<file path="src/rtl/trc_pkg.sv">
package trc_pkg;
    typedef enum logic [1:0] {
        ST_IDLE = 2'd0,
        ST_RUN  = 2'd1,
        ST_HOLD = 2'd2,
        ST_LOST = 2'd3
    } trc_state_e;

    localparam logic [1:0] SYNC_BY_CYCLE  = 2'd2;
    localparam logic [1:0] SYNC_BY_PACKET = 2'd3;
endpackage

</file>
<file path="src/rtl/trc_fsm.sv">
module trc_fsm
    import trc_pkg::*;
(
    input  logic       clk,
    input  logic       rst_n,
    input  logic       start_i,
    input  logic       stop_i,
    input  logic       halt_i,
    input  logic       hrst_i,
    input  logic       halt_en_i,
    input  logic       hrst_en_i,
    input  logic       stall_en_i,
    input  logic       restart_en_i,
    input  logic       ovf_i,
    input  logic       drained_i,
    output trc_state_e state_o,
    output logic       last_addr_o,
    output logic       restart_o,
    output logic       recover_o
);
    typedef struct packed {
        trc_state_e st;
        logic       la;
        logic       rs;
    } fsm_t;

    fsm_t s_d, s_q;
    logic hold_cond;
    logic recover;

    always_comb begin
        s_d       = s_q;
        s_d.la    = 1'b0;
        s_d.rs    = 1'b0;
        hold_cond = (halt_i & halt_en_i) | (hrst_i & hrst_en_i);
        recover   = (s_q.st == ST_LOST) & restart_en_i & drained_i & ~stop_i;
        unique case (s_q.st)
            ST_IDLE: if (start_i && !stop_i) s_d.st = ST_RUN;
            ST_RUN: begin
                if (stop_i)                       s_d.st = ST_IDLE;
                else if (ovf_i && !stall_en_i)    s_d.st = ST_LOST;
                else if (hold_cond) begin
                    s_d.st = ST_HOLD;
                    s_d.la = 1'b1;
                end
            end
            ST_HOLD: begin
                if (stop_i)          s_d.st = ST_IDLE;
                else if (!hold_cond) begin
                    s_d.st = ST_RUN;
                    s_d.rs = 1'b1;
                end
            end
            ST_LOST: begin
                if (stop_i)       s_d.st = ST_IDLE;
                else if (recover) s_d.st = ST_RUN;
            end
            default: s_d.st = ST_IDLE;
        endcase
    end

    always_ff @(posedge clk or negedge rst_n) begin
        if (!rst_n) s_q <= '{st: ST_IDLE, la: 1'b0, rs: 1'b0};
        else        s_q <= s_d;
    end

    assign state_o     = s_q.st;
    assign last_addr_o = s_q.la;
    assign restart_o   = s_q.rs;
    assign recover_o   = recover;

    a_r3_stop_to_idle: assert property (@(posedge clk) disable iff (!rst_n)
        stop_i |=> (state_o == ST_IDLE));
    a_r2_start_from_idle: assert property (@(posedge clk) disable iff (!rst_n)
        (state_o == ST_IDLE && start_i && !stop_i) |=> (state_o == ST_RUN));
    a_r4_la_in_hold: assert property (@(posedge clk) disable iff (!rst_n)
        last_addr_o |-> (state_o == ST_HOLD && $past(state_o) == ST_RUN));
    a_r5_rs_after_hold: assert property (@(posedge clk) disable iff (!rst_n)
        restart_o |-> (state_o == ST_RUN && $past(state_o) == ST_HOLD));
    a_r7_lost_holds: assert property (@(posedge clk) disable iff (!rst_n)
        (state_o == ST_LOST && !stop_i && !restart_en_i) |=> (state_o == ST_LOST));
endmodule

</file>
<file path="src/rtl/trc_resync.sv">
module trc_resync
    import trc_pkg::*;
#(
    parameter int CNT_W = 24
) (
    input  logic             clk,
    input  logic             rst_n,
    input  logic             active_i,
    input  logic [1:0]       mode_i,
    input  logic             pkt_i,
    input  logic [CNT_W-1:0] period_i,
    input  logic             force_i,
    output logic             sync_o
);
    localparam int EXT_W = CNT_W + 1;

    typedef struct packed {
        logic [CNT_W-1:0] cnt;
        logic             sync;
    } rs_t;

    rs_t r_d, r_q;
    logic             tick;
    logic [EXT_W-1:0] next_cnt;

    always_comb begin
        r_d      = r_q;
        r_d.sync = 1'b0;
        tick     = active_i & ((mode_i == SYNC_BY_CYCLE) | ((mode_i == SYNC_BY_PACKET) & pkt_i));
        next_cnt = {1'b0, r_q.cnt} + EXT_W'(1);
        if (!active_i || mode_i < SYNC_BY_CYCLE) r_d.cnt = '0;
        if (tick) begin
            if (next_cnt >= {1'b0, period_i}) begin
                r_d.sync = 1'b1;
                r_d.cnt  = '0;
            end else begin
                r_d.cnt = next_cnt[CNT_W-1:0];
            end
        end
        if (force_i) begin
            r_d.sync = 1'b1;
            r_d.cnt  = '0;
        end
    end

    always_ff @(posedge clk or negedge rst_n) begin
        if (!rst_n) r_q <= '0;
        else        r_q <= r_d;
    end

    assign sync_o = r_q.sync;

    a_r9_off_quiet: assert property (@(posedge clk) disable iff (!rst_n)
        (mode_i < SYNC_BY_CYCLE && !force_i) |=> !sync_o);
    a_r9_idle_quiet: assert property (@(posedge clk) disable iff (!rst_n)
        (!active_i && !force_i) |=> !sync_o);
endmodule

</file>
<file path="src/rtl/trc_ovf_irq.sv">
module trc_ovf_irq (
    input  logic clk,
    input  logic rst_n,
    input  logic ovf_i,
    input  logic clr_i,
    input  logic en_i,
    output logic raw_o,
    output logic irq_o
);
    logic raw_d, raw_q;

    always_comb raw_d = (raw_q & ~clr_i) | ovf_i;

    always_ff @(posedge clk or negedge rst_n) begin
        if (!rst_n) raw_q <= 1'b0;
        else        raw_q <= raw_d;
    end

    assign raw_o = raw_q;
    assign irq_o = raw_q & en_i;

    a_r10_set_wins: assert property (@(posedge clk) disable iff (!rst_n)
        ovf_i |=> raw_o);
    a_r10_sticky: assert property (@(posedge clk) disable iff (!rst_n)
        (raw_o && !clr_i) |=> raw_o);
endmodule

</file>
<file path="src/rtl/trc_session_ctl.sv">
module trc_session_ctl
    import trc_pkg::*;
#(
    parameter int LVL_W = 5,
    parameter int CNT_W = 24
) (
    input  logic             clk,
    input  logic             rst_n,
    input  logic             start_i,
    input  logic             stop_i,
    input  logic             hart_halted_i,
    input  logic             hart_reset_i,
    input  logic             halt_track_en_i,
    input  logic             reset_track_en_i,
    input  logic             stall_en_i,
    input  logic             restart_en_i,
    input  logic [LVL_W-1:0] fifo_level_i,
    input  logic             fifo_afull_i,
    input  logic             fifo_ovf_i,
    input  logic             pkt_done_i,
    input  logic [1:0]       sync_mode_i,
    input  logic [CNT_W-1:0] sync_period_i,
    input  logic             ovf_irq_en_i,
    input  logic             ovf_irq_clr_i,
    output logic [1:0]       work_state_o,
    output logic             fifo_empty_o,
    output logic             stall_req_o,
    output logic             last_addr_req_o,
    output logic             restart_req_o,
    output logic             sync_req_o,
    output logic             ovf_raw_o,
    output logic             ovf_irq_o
);
    typedef struct packed {
        logic empty;
        logic stall;
    } top_t;

    top_t       t_d, t_q;
    trc_state_e state;
    logic       drained;
    logic       recover;

    assign drained = (fifo_level_i == '0);

    trc_fsm u_fsm (
        .clk          (clk),
        .rst_n        (rst_n),
        .start_i      (start_i),
        .stop_i       (stop_i),
        .halt_i       (hart_halted_i),
        .hrst_i       (hart_reset_i),
        .halt_en_i    (halt_track_en_i),
        .hrst_en_i    (reset_track_en_i),
        .stall_en_i   (stall_en_i),
        .restart_en_i (restart_en_i),
        .ovf_i        (fifo_ovf_i),
        .drained_i    (drained),
        .state_o      (state),
        .last_addr_o  (last_addr_req_o),
        .restart_o    (restart_req_o),
        .recover_o    (recover)
    );

    trc_resync #(.CNT_W(CNT_W)) u_resync (
        .clk      (clk),
        .rst_n    (rst_n),
        .active_i (state == ST_RUN),
        .mode_i   (sync_mode_i),
        .pkt_i    (pkt_done_i),
        .period_i (sync_period_i),
        .force_i  (recover),
        .sync_o   (sync_req_o)
    );

    trc_ovf_irq u_irq (
        .clk   (clk),
        .rst_n (rst_n),
        .ovf_i (fifo_ovf_i),
        .clr_i (ovf_irq_clr_i),
        .en_i  (ovf_irq_en_i),
        .raw_o (ovf_raw_o),
        .irq_o (ovf_irq_o)
    );

    always_comb begin
        t_d.empty = drained;
        t_d.stall = stall_en_i & fifo_afull_i & (state == ST_RUN);
    end

    always_ff @(posedge clk or negedge rst_n) begin
        if (!rst_n) t_q <= '{empty: 1'b1, stall: 1'b0};
        else        t_q <= t_d;
    end

    assign work_state_o = state;
    assign fifo_empty_o = t_q.empty;
    assign stall_req_o  = t_q.stall;

    a_r8_stall_cause: assert property (@(posedge clk) disable iff (!rst_n)
        stall_req_o |-> ($past(stall_en_i) && $past(fifo_afull_i)));
    a_r11_empty_follows: assert property (@(posedge clk) disable iff (!rst_n)
        (fifo_level_i != '0) |=> !fifo_empty_o);
    a_r6_lost_entry: assert property (@(posedge clk) disable iff (!rst_n)
        (state == ST_RUN && fifo_ovf_i && !stall_en_i && !stop_i) |=> (work_state_o == 2'd3 && !last_addr_req_o));
endmodule

</file>
<file path="config.mk">
export PLATFORM = sky130hd
export DESIGN_NAME = trc_session_ctl
export DESIGN_NICKNAME = d
export VERILOG_FILES = /design/src/rtl/trc_pkg.sv /design/src/rtl/trc_fsm.sv /design/src/rtl/trc_resync.sv /design/src/rtl/trc_ovf_irq.sv /design/src/rtl/trc_session_ctl.sv
export SDC_FILE = /design/constraint.sdc
export NUM_CORES = 1
export LEC_CHECK = 0
export BUFFER_PORTS_ARGS = -buffer_cell sky130_fd_sc_hd__buf_2
export CAP_MARGIN = 20
export CORE_MARGIN = 2
export CORE_UTILIZATION = 25
export CTS_CLUSTER_DIAMETER = 150
export DETAILED_ROUTE_END_ITERATION = 10
export PLACE_DENSITY = 0.41
export SYNTH_ARGS = -nofsm -noshare
export SYNTH_HDL_FRONTEND = slang
export SYNTH_SLANG_ARGS = --single-unit
</file>
<file path="constraint.sdc">
create_clock -name clk -period 4.7 [get_ports clk]
set_clock_uncertainty 0.1 [all_clocks]
set_input_delay 0.47 -clock clk [delete_from_list [all_inputs] [get_ports clk]]
set_output_delay 0.47 -clock clk [all_outputs]
set_load 0.005 [all_outputs]
</file>
==> metrics.txt, run 1 <==
Starting Density=25.8%; largest family of logic cells by synthesized area=compound AO/OA/AOI/OAI gates; Post-CTS Setup Bufs=0; antenna fix cells=0; DRT Wirelength=5.65 mm; Power Density=210 nW/um^2; Iteration-0 DRC Markers=78; largest net degree at the start of global routing=33; post-synthesis mux area share=0%; I/O pin total=55; Hold WS=0.143 ns; status=complete, no violations; Crit Path Category=flip-flop to flip-flop; Clock Tree Buf Depth=2; initial antenna violation count=0; Slew @ Worst Pin=0.804 ns; max-cap violation count=0; R2R Setup Slk=0.73 ns; Critical Path Source Type=flip-flop; Routed Antenna Nets=0; CP Capture Type=flip-flop; Fillers=930; XOR/XNOR share of the synthesized area=8.57%; Core ar.=8720 sq um; Slew headroom=45.7%; Post-Syn Instances=234; Synthesis Warnings=0; Area Growth Syn to Fin=20.9%; CP Cell Sequence=ha_1 > nand3_1 > nor2_2 > nand3_1 > xnor2_1 > ha_1 > nand4_1 > nor4_2 > inv_1 > a2111o_1 > and2_1 > buf_4 > a32o_1; Pwr Total=0.572 mW; Clock Root Buffer=clkbuf_8; Vias/cell=4.90; Post-layout nets=362; critical path's largest stage delay=0.47 ns; post_cts resized=0; first-pass GRT wire length=9.54 mm; Max Transition Viols Final=0; peak supply drop=0.0000796 V; depth of the most critical reg-to-reg path=13; Post-Syn Area=2250 sq um; Fin. Hold Viols=0; Tcrit/Tclk final=84.5%; worst min-delay path category=input port to async pin; wire per inst=14.1 microns; num rows=34; post-synthesis register bit count=32; Worst-path clk slew=0.07 ns; Crit Path Max Fanout=13; post-synthesis compound-gate area fraction=18.4%; die area=9760 sq um; GP Congestion=0.760; unrepaired setup endpoints after global routing=no; Crit Reg-Reg Endpoint=u_resync.r_q[5]; Post-DP HPWL=4.32 mm; syn nets=305; vias in the first global route=2,015; sequential area share after synthesis=35.7%; drt first pass iters=4; worst path bufs/invs=2; hold-fix buffers at CTS=0; Register Area=802 sq um; simple-gate share of the synthesized area=17.1%; Mapped Avg Cell Area=9.60 sq um; total negative slack=0 ns; Via Count=1,959; fmax=0.252 GHz; H-tree depth reported by CTS=2; CTS tree=built; Yosys cell types=38; adder-cell area share of the yosys netlist=13.9%; Die H=98.8 microns; layout cells sized above 1=22.6%; clock buffer count from CTS=5; post-route DRC violation count=0; CP arrival=4.04 ns; Setup-failing EPs final=0; Port-buffer cells=54; Crit path max-delay family=simple AND/OR/NAND/NOR gates; clock net sink count=32; Multi-input gate area=1300 sq um; GRT Overall Usage=12.3%; slowest CP cell=dfrtp_1; reg-to-reg startpoint=u_resync.r_q[1]; Clock Latency Late Sink=0.29 ns; fin crit period=3.97 ns; Req. time, crit path=4.77 ns; chip width=98.8 microns; leakage power=1.37 nW; GRT overflow=0
cells in the mapped netlist, drive strengths merged:
master | count | area share, %
and2 | 2 | 0.56
clkbuf | 4 | 0.67
nor3b | 1 | 0.33
and4 | 3 | 1.2
a211oi | 2 | 0.67
nand4 | 10 | 2.8
dfstp | 1 | 1.2
a221o | 1 | 0.45
a22o | 1 | 0.39
and3 | 6 | 1.7
a41oi | 1 | 0.39
ha | 25 | 14
dfrtp | 31 | 35
xor2 | 6 | 2.3
o311ai | 1 | 0.39
xnor2 | 16 | 6.2
a311oi | 1 | 0.39
o21ai | 4 | 0.89
a32o | 23 | 10
inv | 25 | 4.2
nor3 | 1 | 0.22
nor2 | 14 | 2.5
or4 | 1 | 0.33
nand2 | 14 | 2.3
a21o | 3 | 1.0
a2111o | 1 | 0.50
a21oi | 11 | 2.4
nor2b | 1 | 0.28
nand3 | 14 | 3.1
o22ai | 1 | 0.28
nand3b | 1 | 0.33
o21bai | 1 | 0.33
nor4 | 1 | 0.56
nor4b | 1 | 0.39
nand2b | 2 | 0.56
buf | 3 | 1.5
through the flow:
step           std cells  cell area (sq um)  setup WS [ns]  utilization, %
2_1_floorplan        234               2250           1.44               -
3_3_place_gp         392               2630          0.670            30.1
3_5_place_dp         392               2630          0.736            30.1
4_1_cts              400               2720          0.714            31.1
5_1_grt              400               2720          0.400            31.1
6_report             400               2720          0.729            31.1
layer usage:
metal	global-route usage, %	up-vias	wire length [microns]
met1	15.6	922	2630
met5	0	-	0
met3	2.98	5	280
li1	-	980	-
met2	20.8	52	2710
met4	3.16	0	31
where the power goes:
group / switching [mW] / total [mW] / internal [mW]
Clock: 0.101 / 0.221 / 0.119
Combinational: 0.0371 / 0.0673 / 0.0302
Sequential: 0.00457 / 0.284 / 0.279
cells in the final DEF (no fill, tap or decap), types with 3 or more instances in the layout:
master    count
dfrtp_1      31
xnor2_1      16
o21ai_0       3
nand3_1      14
a21oi_1      11
nor2_1       13
ha_1         25
a21o_1        3
and3_1        6
clkbuf_8      6
a32o_1       23
xor2_1        6
nand2_1      14
buf_4         3
inv_1        25
buf_2        54
and4_1        3
nand4_1      10
worst max path at each step:
| stage | cells after the start | slack, ns | start | endpoint |
|---|---|---|---|---|
| 2_1_floorplan | 14 | 1.44 | u_resync.r_q[10] | u_resync.r_q[17] |
| 3_3_place_gp | 13 | 0.67 | u_resync.r_q[1] | u_resync.r_q[5] |
| 3_5_place_dp | 13 | 0.74 | u_resync.r_q[1] | u_resync.r_q[5] |
| 4_1_cts | 13 | 0.71 | u_resync.r_q[1] | u_resync.r_q[5] |
| 5_1_grt | 13 | 0.40 | u_resync.r_q[1] | u_resync.r_q[5] |
| 6_report | 13 | 0.73 | u_resync.r_q[1] | u_resync.r_q[5] |
kinds of logic (layout without fill, tap and decap cells):
logic type               after synthesis  count (layout)
XOR/XNOR                              22              22
AO/OA/AOI/OAI                         51              51
adder cells (fa/ha/maj)               25              25
flip-flops                            32              32
buffers and inverters                 32              90
AND/OR/NAND/NOR                       72              72
cell type report:
cell class | instances | share of cell area, %
inverter | 25 | 3.45
multi-input combinational | 170 | 48.0
sequential | 32 | 29.5
tap | 108 | 4.97
timing repair buffer | 57 | 10.8
clock buffer | 8 | 3.32
sequential cells by signal (all words and copies together) (netlist names):
name               flops
u_irq.raw_o            1
u_fsm.last_addr_o      1
stall_req_o            1
u_fsm.state_o          2
u_resync.sync_o        1
u_fsm.restart_o        1
u_resync.r_q          24
fifo_empty_o           1
(Power assumes the default switching activity.)
==> inputs of run 2 (changes only) <==
==> constraint.sdc (replaced) <==
create_clock -name clk -period 3.77 [get_ports clk]
set_clock_uncertainty 0.1 [all_clocks]
set_input_delay 0.377 -clock clk [delete_from_list [all_inputs] [get_ports clk]]
set_output_delay 0.377 -clock clk [all_outputs]
set_load 0.005 [all_outputs]
==> run 2 against run 1 <==
Net effect: fmax increased by 13%; via count increased by 2.9%; core utilization increased by 1.6 points; sequential power increased by 24%; cell count increased by 4.0%; clock power increased by 27%; clock-buffer cell count decreased by 2; power increased by 26%; final area increased by 5.3%; register-to-register slack got worse by 0.47 ns; worst setup slack got worse by 0.47 ns; first-iteration DRC count decreased by 9.0%; critical path type unchanged; critical endpoint is now u_resync.r_q[17]; largest cell class unchanged; highest routed layer unchanged.
==> metrics.txt, run 2 (synthesis gave the netlist of run 1 again) <==
CP Cell Sequence=and3_1 > nand3_1 > buf_4 > nor2_1 > nand3_1 > xnor2_1 > ha_1 > nand2_1 > nor4_4 > inv_1 > a2111o_1 > and2_1 > buf_4 > a32o_1 (was ha_1 > nand3_1 > nor2_2 > nand3_1 > xnor2_1 > ha_1 > nand4_1 > nor4_2 > inv_1 > a2111o_1 > and2_1 > buf_4 > a32o_1); worst min-delay path category=input port to async pin (unchanged); max FFs per register=24 (unchanged); Slew @ Worst Pin=0.748 ns (was 0.804 ns); routed wl met2=2.77 mm (was 2.71 mm); combinational share of power=12.3% (was 11.8%); clock buffer count from CTS=5 (unchanged); fin crit period=3.51 ns (was 3.97 ns); I/O pin total=55 (unchanged); Clock Latency Late Sink=0.28 ns (was 0.29 ns); die area=9760 sq um (unchanged); GRT Overall Usage=12.4% (was 12.3%); Max Transition Viols Final=0 (unchanged); Routed Antenna Nets=0 (unchanged); fmax=0.285 GHz (was 0.252 GHz); Vias/cell=4.84 (was 4.90); DR top layer=met4 (unchanged); slowest CP cell=a2111o_1 (was dfrtp_1); leakage power=1.46 nW (was 1.37 nW); Setup-failing EPs final=0 (unchanged); GP Congestion=0.742 (was 0.760); CP arrival=3.58 ns (was 4.04 ns); Clock Root Buffer=clkbuf_8 (unchanged); GRT overflow=0 (unchanged); post-route DRC violation count=0 (unchanged); Net Sw Frac=26.0% (was 25.0%); clock net sink count=32 (unchanged); critical path's largest stage delay=0.41 ns (was 0.47 ns); vias in the first global route=2,049 (was 2,015); num rows=34 (unchanged); Via Count=2,015 (was 1,959); DRT Wirelength=5.74 mm (was 5.65 mm); Post-layout nets=378 (was 362); CTS tree=built (unchanged); H-tree depth reported by CTS=2 (unchanged); total negative slack=0 ns (unchanged); Most flops, register=u_resync.r_q (unchanged); hold-fix buffers at CTS=0 (unchanged); part of the power in registers=48.9% (was 49.6%); clock power share=38.9% (was 38.6%); largest net degree at the start of global routing=33 (unchanged); Area Growth Syn to Fin=27.3% (was 20.9%); Power Density=252 nW/um^2 (was 210 nW/um^2); drt first pass iters=4 (unchanged); commonest non-fill, non-tap cell in the layout=buf_2 (unchanged); Post-DP HPWL=4.46 mm (was 4.32 mm); sw power=0.187 mW (was 0.143 mW); Worst-path clk slew=0.07 ns (about the same); wire per inst=13.8 microns (was 14.1 microns); Iteration-0 DRC Markers=71 (was 78); Critical Path Source Type=flip-flop (unchanged); Core ar.=8720 sq um (unchanged); Starting Density=25.8% (unchanged); Port-buffer cells=54 (unchanged); peak supply drop=0.000125 V (was 0.0000796 V); Die H=98.8 microns (unchanged); reg-to-reg startpoint=u_resync.r_q[4] (was u_resync.r_q[1]); status=complete, no violations (unchanged); M1 WL=2.69 mm (was 2.63 mm); internal power=0.533 mW (was 0.429 mW); Tcrit/Tclk final=93.0% (was 84.5%); Critical Path Source=u_resync.r_q[4] (was u_resync.r_q[1]); initial antenna violation count=0 (unchanged); max-cap violation count=0 (unchanged); Fin. Hold Viols=0 (unchanged); Clock Tree Buf Depth=2 (unchanged); Req. time, crit path=3.84 ns (was 4.77 ns); post-layout util=32.8% (was 31.1%); most frequent cells in the layout=54 x buf_2, 31 x dfrtp_1, 25 x inv_1, 25 x ha_1, 23 x a32o_1 (unchanged); Crit Path Max Fanout=8 (was 13); unrepaired setup endpoints after global routing=no (unchanged); chip width=98.8 microns (unchanged); Slew headroom=50.1% (was 45.7%); CP Capture Type=flip-flop (unchanged); layout cells sized above 1=27.9% (was 22.6%); first-pass GRT wire length=9.80 mm (was 9.54 mm); met3 wire length=215 microns (was 280 microns); Crit Path Category=flip-flop to flip-flop (unchanged); antenna fix cells=0 (unchanged)
-- run 2: cell count changes in the layout (fill, tap and decap cells not counted), sizes merged --
cell    previous run  this run
clkinv             0         2
buf               57        73
clkbuf             8         6
-- run 2: what timing repair did --
action | CTS | global route
endpoints found under the setup margin | 0 | 23
gates resized for setup | 0 | 4
hold endpoints to repair | 0 | 0
buffers inserted | 0 | 1
-- run 2: power groups by stage --
stage / clock network (mW) / registers (mW) / logic (mW)
floorplan: 0 / 0.359 / 0.0383
global placement: 0 / 0.359 / 0.0887
detailed placement: 0 / 0.359 / 0.0895
CTS: 0.296 / 0.352 / 0.0898
global route: 0.307 / 0.353 / 0.102
finish: 0.280 / 0.352 / 0.0883
-- run 2: metal layers --
metal  vias to the layer above  global-route usage [%]
met4                         0                    3.16
met3                         4                    2.41
li1                       1018                       -
met2                        46                    20.9
met5                         -                       0
met1                       947                    16.4
-- run 2: critical path, delay by kind of cell (launching register included) --
family | cells | cell delay (ns)
xor+xnor | 1 | 0.17
fa+ha+maj | 1 | 0.30
flops | 1 | 0.40
buf+inv | 3 | 0.43
compound gates | 2 | 0.67
simple gates | 7 | 1.32
-- run 2: per-stage QoR --
step | hold WS [ns] | cells | power (mW) | area [sq um] | setup WS (ns)
finish | 0.0551 | 416 | 0.720 | 2860 | 0.263
floorplan | -0.0186 | 234 | 0.398 | 2250 | 0.515
detailed placement | 0.395 | 407 | 0.448 | 2740 | 0.236
CTS | 0.0889 | 415 | 0.738 | 2830 | 0.207
global placement | 0.382 | 407 | 0.448 | 2740 | 0.220
global route | 0.119 | 416 | 0.762 | 2860 | 0.0224
-- run 2: final cells by class --
class	count	area (sq um)
Clock buffer	6	82.6
Clock inverter	2	10.0
Fill cell	913	5860
Inverter	25	93.8
Multi-Input combinational cell	170	1320
Sequential cell	32	802
Tap cell	108	135
Timing Repair Buffer	73	413
-- run 2: final timing paths --
| path | endpoint | slack, ns | cells after the start |
|---|---|---|---|
| max reg2reg | u_resync.r_q[17] | 0.26 | 14 |
| min | u_fsm.restart_o | 0.06 | 1 |
| max | u_resync.r_q[17] | 0.26 | 14 |
| min reg2reg | u_irq.raw_o | 0.41 | 1 |
| max in group asynchronous | u_resync.r_q[16] | 3.04 | 1 |
| min in group clk | fifo_empty_o | 0.12 | 2 |
==> inputs of run 3 (changes only) <==
--- a/config.mk
+++ b/config.mk
@@ -14,4 +14,5 @@
 export PLACE_DENSITY = 0.41
 export SYNTH_ARGS = -nofsm -noshare
 export SYNTH_HDL_FRONTEND = slang
+export SYNTH_HIERARCHICAL = 1
 export SYNTH_SLANG_ARGS = --single-unit
==> constraint.sdc (replaced) <==
create_clock -name clk -period 3.9 [get_ports clk]
set_clock_uncertainty 0.1 [all_clocks]
set_input_delay 0.39 -clock clk [delete_from_list [all_inputs] [get_ports clk]]
set_output_delay 0.39 -clock clk [all_outputs]
set_load 0.005 [all_outputs]
==> run 3 against run 2 <==
Net effect: wire length up 2.6%; first-iteration DRC count down 15%; highest routed layer unchanged; flip-flop and latch count unchanged; largest power group unchanged; sequential share of layout area down 1.6 points.
==> metrics.txt, run 3 <==
status=complete, no violations (unchanged); Fin. Hold Viols=0 (unchanged); Top FF cell, synth=dfrtp_1 (unchanged); max FFs per register=24 (unchanged); Clock Tree Buf Depth=2 (unchanged); Tcrit/Tclk final=93.4% (was 93.0%); synth top area cells=dfrtp_1 32%, ha_1 13%, inv_1 7.6%, o21ai_2 7.2%, nand2_1 6.1% (was dfrtp_1 35%, ha_1 14%, a32o_1 10%, xnor2_1 6.2%, inv_1 4.2%); first-pass GRT wire length=9.47 mm (was 9.80 mm); I/O pin total=55 (unchanged); depth of the most critical reg-to-reg path=14 (unchanged); Most flops, register=u_resync/r_q (was u_resync.r_q); Core ar.=9330 sq um (was 8720 sq um); Post-synth EDFFs=0 (unchanged); Iteration-0 DRC Markers=60 (was 71); Post-Syn Area=2420 sq um (was 2250 sq um); Starting Density=25.9% (was 25.8%); DRT Wirelength=5.89 mm (was 5.74 mm); syn nets=357 (was 305); top cell type by total area after synthesis=dfrtp_1 (unchanged); Max Transition Viols Final=0 (unchanged); Crit Path Max Fanout=12 (was 8); CP Cell Sequence=ha_1 > nand3_2 > nor2_4 > and3_1 > and4_1 > xnor2_1 > inv_1 > ha_1 > nand4_1 > nor4_2 > and3_1 > or4_1 > or3_4 > o21ai_2 (was and3_1 > nand3_1 > buf_4 > nor2_1 > nand3_1 > xnor2_1 > ha_1 > nand2_1 > nor4_4 > inv_1 > a2111o_1 > and2_1 > buf_4 > a32o_1); vias in the first global route=1,958 (was 2,049); largest net degree at the start of global routing=33 (unchanged); wire per inst=12.2 microns (was 13.8 microns); Synthesis Warnings=6 (was 0); worst min-delay path category=input port to async pin (unchanged); Power Density=234 nW/um^2 (was 252 nW/um^2); slowest CP cell=or4_1 (was a2111o_1); Slew headroom=32.8% (was 50.1%); Final Non-Filler Cells=482 (was 416); Inst Count DP=471 (was 407); unrepaired setup endpoints after global routing=no (unchanged); clock buffer count from CTS=5 (unchanged); Die H=102 microns (was 98.8 microns); H-tree depth reported by CTS=2 (unchanged); total negative slack=0 ns (unchanged); commonest cells in the synthesized netlist=49 x inv_1, 39 x nand2_1, 31 x dfrtp_1 (was 31 x dfrtp_1, 25 x ha_1, 25 x inv_1); Setup-failing EPs final=0 (unchanged); post-synth top area share=32.1% (was 34.5%); Req. time, crit path=4.02 ns (was 3.84 ns); die area=10,500 sq um (was 9760 sq um); GRT Overall Usage=11.5% (was 12.4%); Vias/cell=4.43 (was 4.84); Mapped Avg Cell Area=8.46 sq um (was 9.60 sq um); Placed Instance Area=2880 sq um (was 2740 sq um); R2R Setup Slk=0.26 ns (about the same); CP arrival=3.76 ns (was 3.58 ns); GRT overflow=0 (unchanged); Port-buffer cells=54 (unchanged); initial antenna violation count=0 (unchanged); num rows=35 (was 34); Crit Path Category=flip-flop to flip-flop (unchanged); fin crit period=3.64 ns (was 3.51 ns); Slew @ Worst Pin=1.00 ns (was 0.748 ns); CP Capture Type=flip-flop (unchanged); commonest non-fill, non-tap cell in the layout=buf_2 (unchanged); most frequent cell after synthesis=inv_1 (was dfrtp_1); Worst-path clk slew=0.07 ns (about the same); max-cap violation count=0 (unchanged); most frequent cells in the layout=54 x buf_2, 49 x inv_1, 39 x nand2_1 (was 54 x buf_2, 31 x dfrtp_1, 25 x inv_1, 25 x ha_1, 23 x a32o_1); Yosys cell types=38 (unchanged); Clock Root Buffer=clkbuf_8 (unchanged); Hold WS=0.0769 ns (was 0.0551 ns); Post-DP HPWL=4.42 mm (was 4.46 mm); Via Count=2,136 (was 2,015); Crit Reg-Reg Endpoint=u_resync/r_q[22] (was u_resync.r_q[17]); Async SR Flop Fraction=100% (unchanged); GP Congestion=0.771 (was 0.742); fmax=0.275 GHz (was 0.285 GHz); Post-layout nets=423 (was 378); Post-Syn Instances=286 (was 234); CTS tree=built (unchanged); drt first pass iters=5 (was 4); clock net sink count=32 (unchanged); sequential area share after synthesis=33.2% (was 35.7%); Critical Path Source Type=flip-flop (unchanged); Routed Antenna Nets=0 (unchanged); reg-to-reg startpoint=u_resync/r_q[2] (was u_resync.r_q[4]); post-synthesis register bit count=32 (unchanged); leakage power=1.65 nW (was 1.46 nW); Clock Latency Late Sink=0.29 ns (was 0.28 ns); Fillers=1,023 (was 913); Pwr Total=0.709 mW (was 0.720 mW); post-route DRC violation count=0 (unchanged); Area Growth Syn to Fin=25.4% (was 27.3%); antenna fix cells=0 (unchanged); critical path's largest stage delay=0.55 ns (was 0.41 ns); Final Instance Area=3030 sq um (was 2860 sq um); chip width=102 microns (was 98.8 microns); layout cells sized above 1=29.5% (was 27.9%); peak supply drop=0.000119 V (was 0.000125 V)
-- run 3: cell types whose count changed after synthesis, sizes merged, moves of 3 or more --
cell / change
xor2: +5
inv: +24
nor2: -4
xnor2: -5
and2: +3
and4: +3
o21ai: +25
nand2: +25
a32o: -23
-- run 3: repair_timing --
item / 4_1_cts / 5_1_grt
setup buffers: 0 / 1
gates resized for setup: 0 / 8
endpoints found under the setup margin: 0 / 24
hold buffers: 0 / 0
-- run 3: critical path: cells and delay by family (launching register included) --
kind | cells | cell delay (ns)
AO/OA/AOI/OAI | 1 | 0.15
XOR/XNOR | 1 | 0.17
adder cells (fa/ha/maj) | 2 | 0.53
buffers and inverters | 1 | 0.08
flip-flops | 1 | 0.39
AND/OR/NAND/NOR | 9 | 2.15
-- run 3: kinds of logic (layout without fill, tap and decap cells) --
kind of cell / Yosys count / in the layout / synth area share [%]
AND/OR/NAND/NOR: 103 / 105 / 22.2
buffers and inverters: 53 / 118 / 8.85
adder cells (fa/ha/maj): 25 / 25 / 12.9
AO/OA/AOI/OAI: 51 / 51 / 14.8
flip-flops: 32 / 32 / 33.2
XOR/XNOR: 22 / 22 / 7.97
-- run 3: how the worst max path moves through the flow --
stage                          startpoint               end  slack, ns  depth (start not counted)
after floorplan           u_resync/r_q[1]   u_resync/r_q[1]       0.53                         15
final                     u_resync/r_q[2]  u_resync/r_q[22]       0.26                         14
after CTS                 u_resync/r_q[2]   u_resync/r_q[8]       0.07                         14
after global routing      u_resync/r_q[3]  u_resync/r_q[16]      0.001                         13
after global placement    u_resync/r_q[2]  u_resync/r_q[10]       0.19                         14
after detailed placement  u_resync/r_q[2]   u_resync/r_q[8]       0.09                         14
-- run 3: layout make-up --
type | count | area, sq um | area share (%)
Inverter | 49 | 184 | 6.06
Timing Repair Buffer | 61 | 323 | 10.6
Multi-Input combinational cell | 203 | 1470 | 48.5
Sequential cell | 32 | 802 | 26.4
Clock inverter | 2 | 10.0 | 0.330
Tap cell | 129 | 161 | 5.32
Clock buffer | 6 | 82.6 | 2.72
-- run 3: metrics by stage --
stage	util (%)	setup slack [ns]
2_1_floorplan	-	0.529
3_3_place_gp	30.8	0.187
3_5_place_dp	30.8	0.0917
4_1_cts	31.8	0.0723
5_1_grt	32.5	0.000961
6_report	32.5	0.258
-- run 3: power breakdown --
part           total (mW)  switching (mW)  internal [mW]
Sequential          0.343         0.00561          0.337
Combinational      0.0981          0.0548         0.0433
Clock               0.268           0.127          0.141
-- run 3: routing by layer --
metal  GRT usage, %  part of all wire [%]  vias to the layer above
li1               -                     -                     1100
met1           16.8                    53                      971
met2           17.0                    42                       63
met3           3.01                   5.1                        2
met4           2.77                  0.27                        0
met5              0                     0                        -
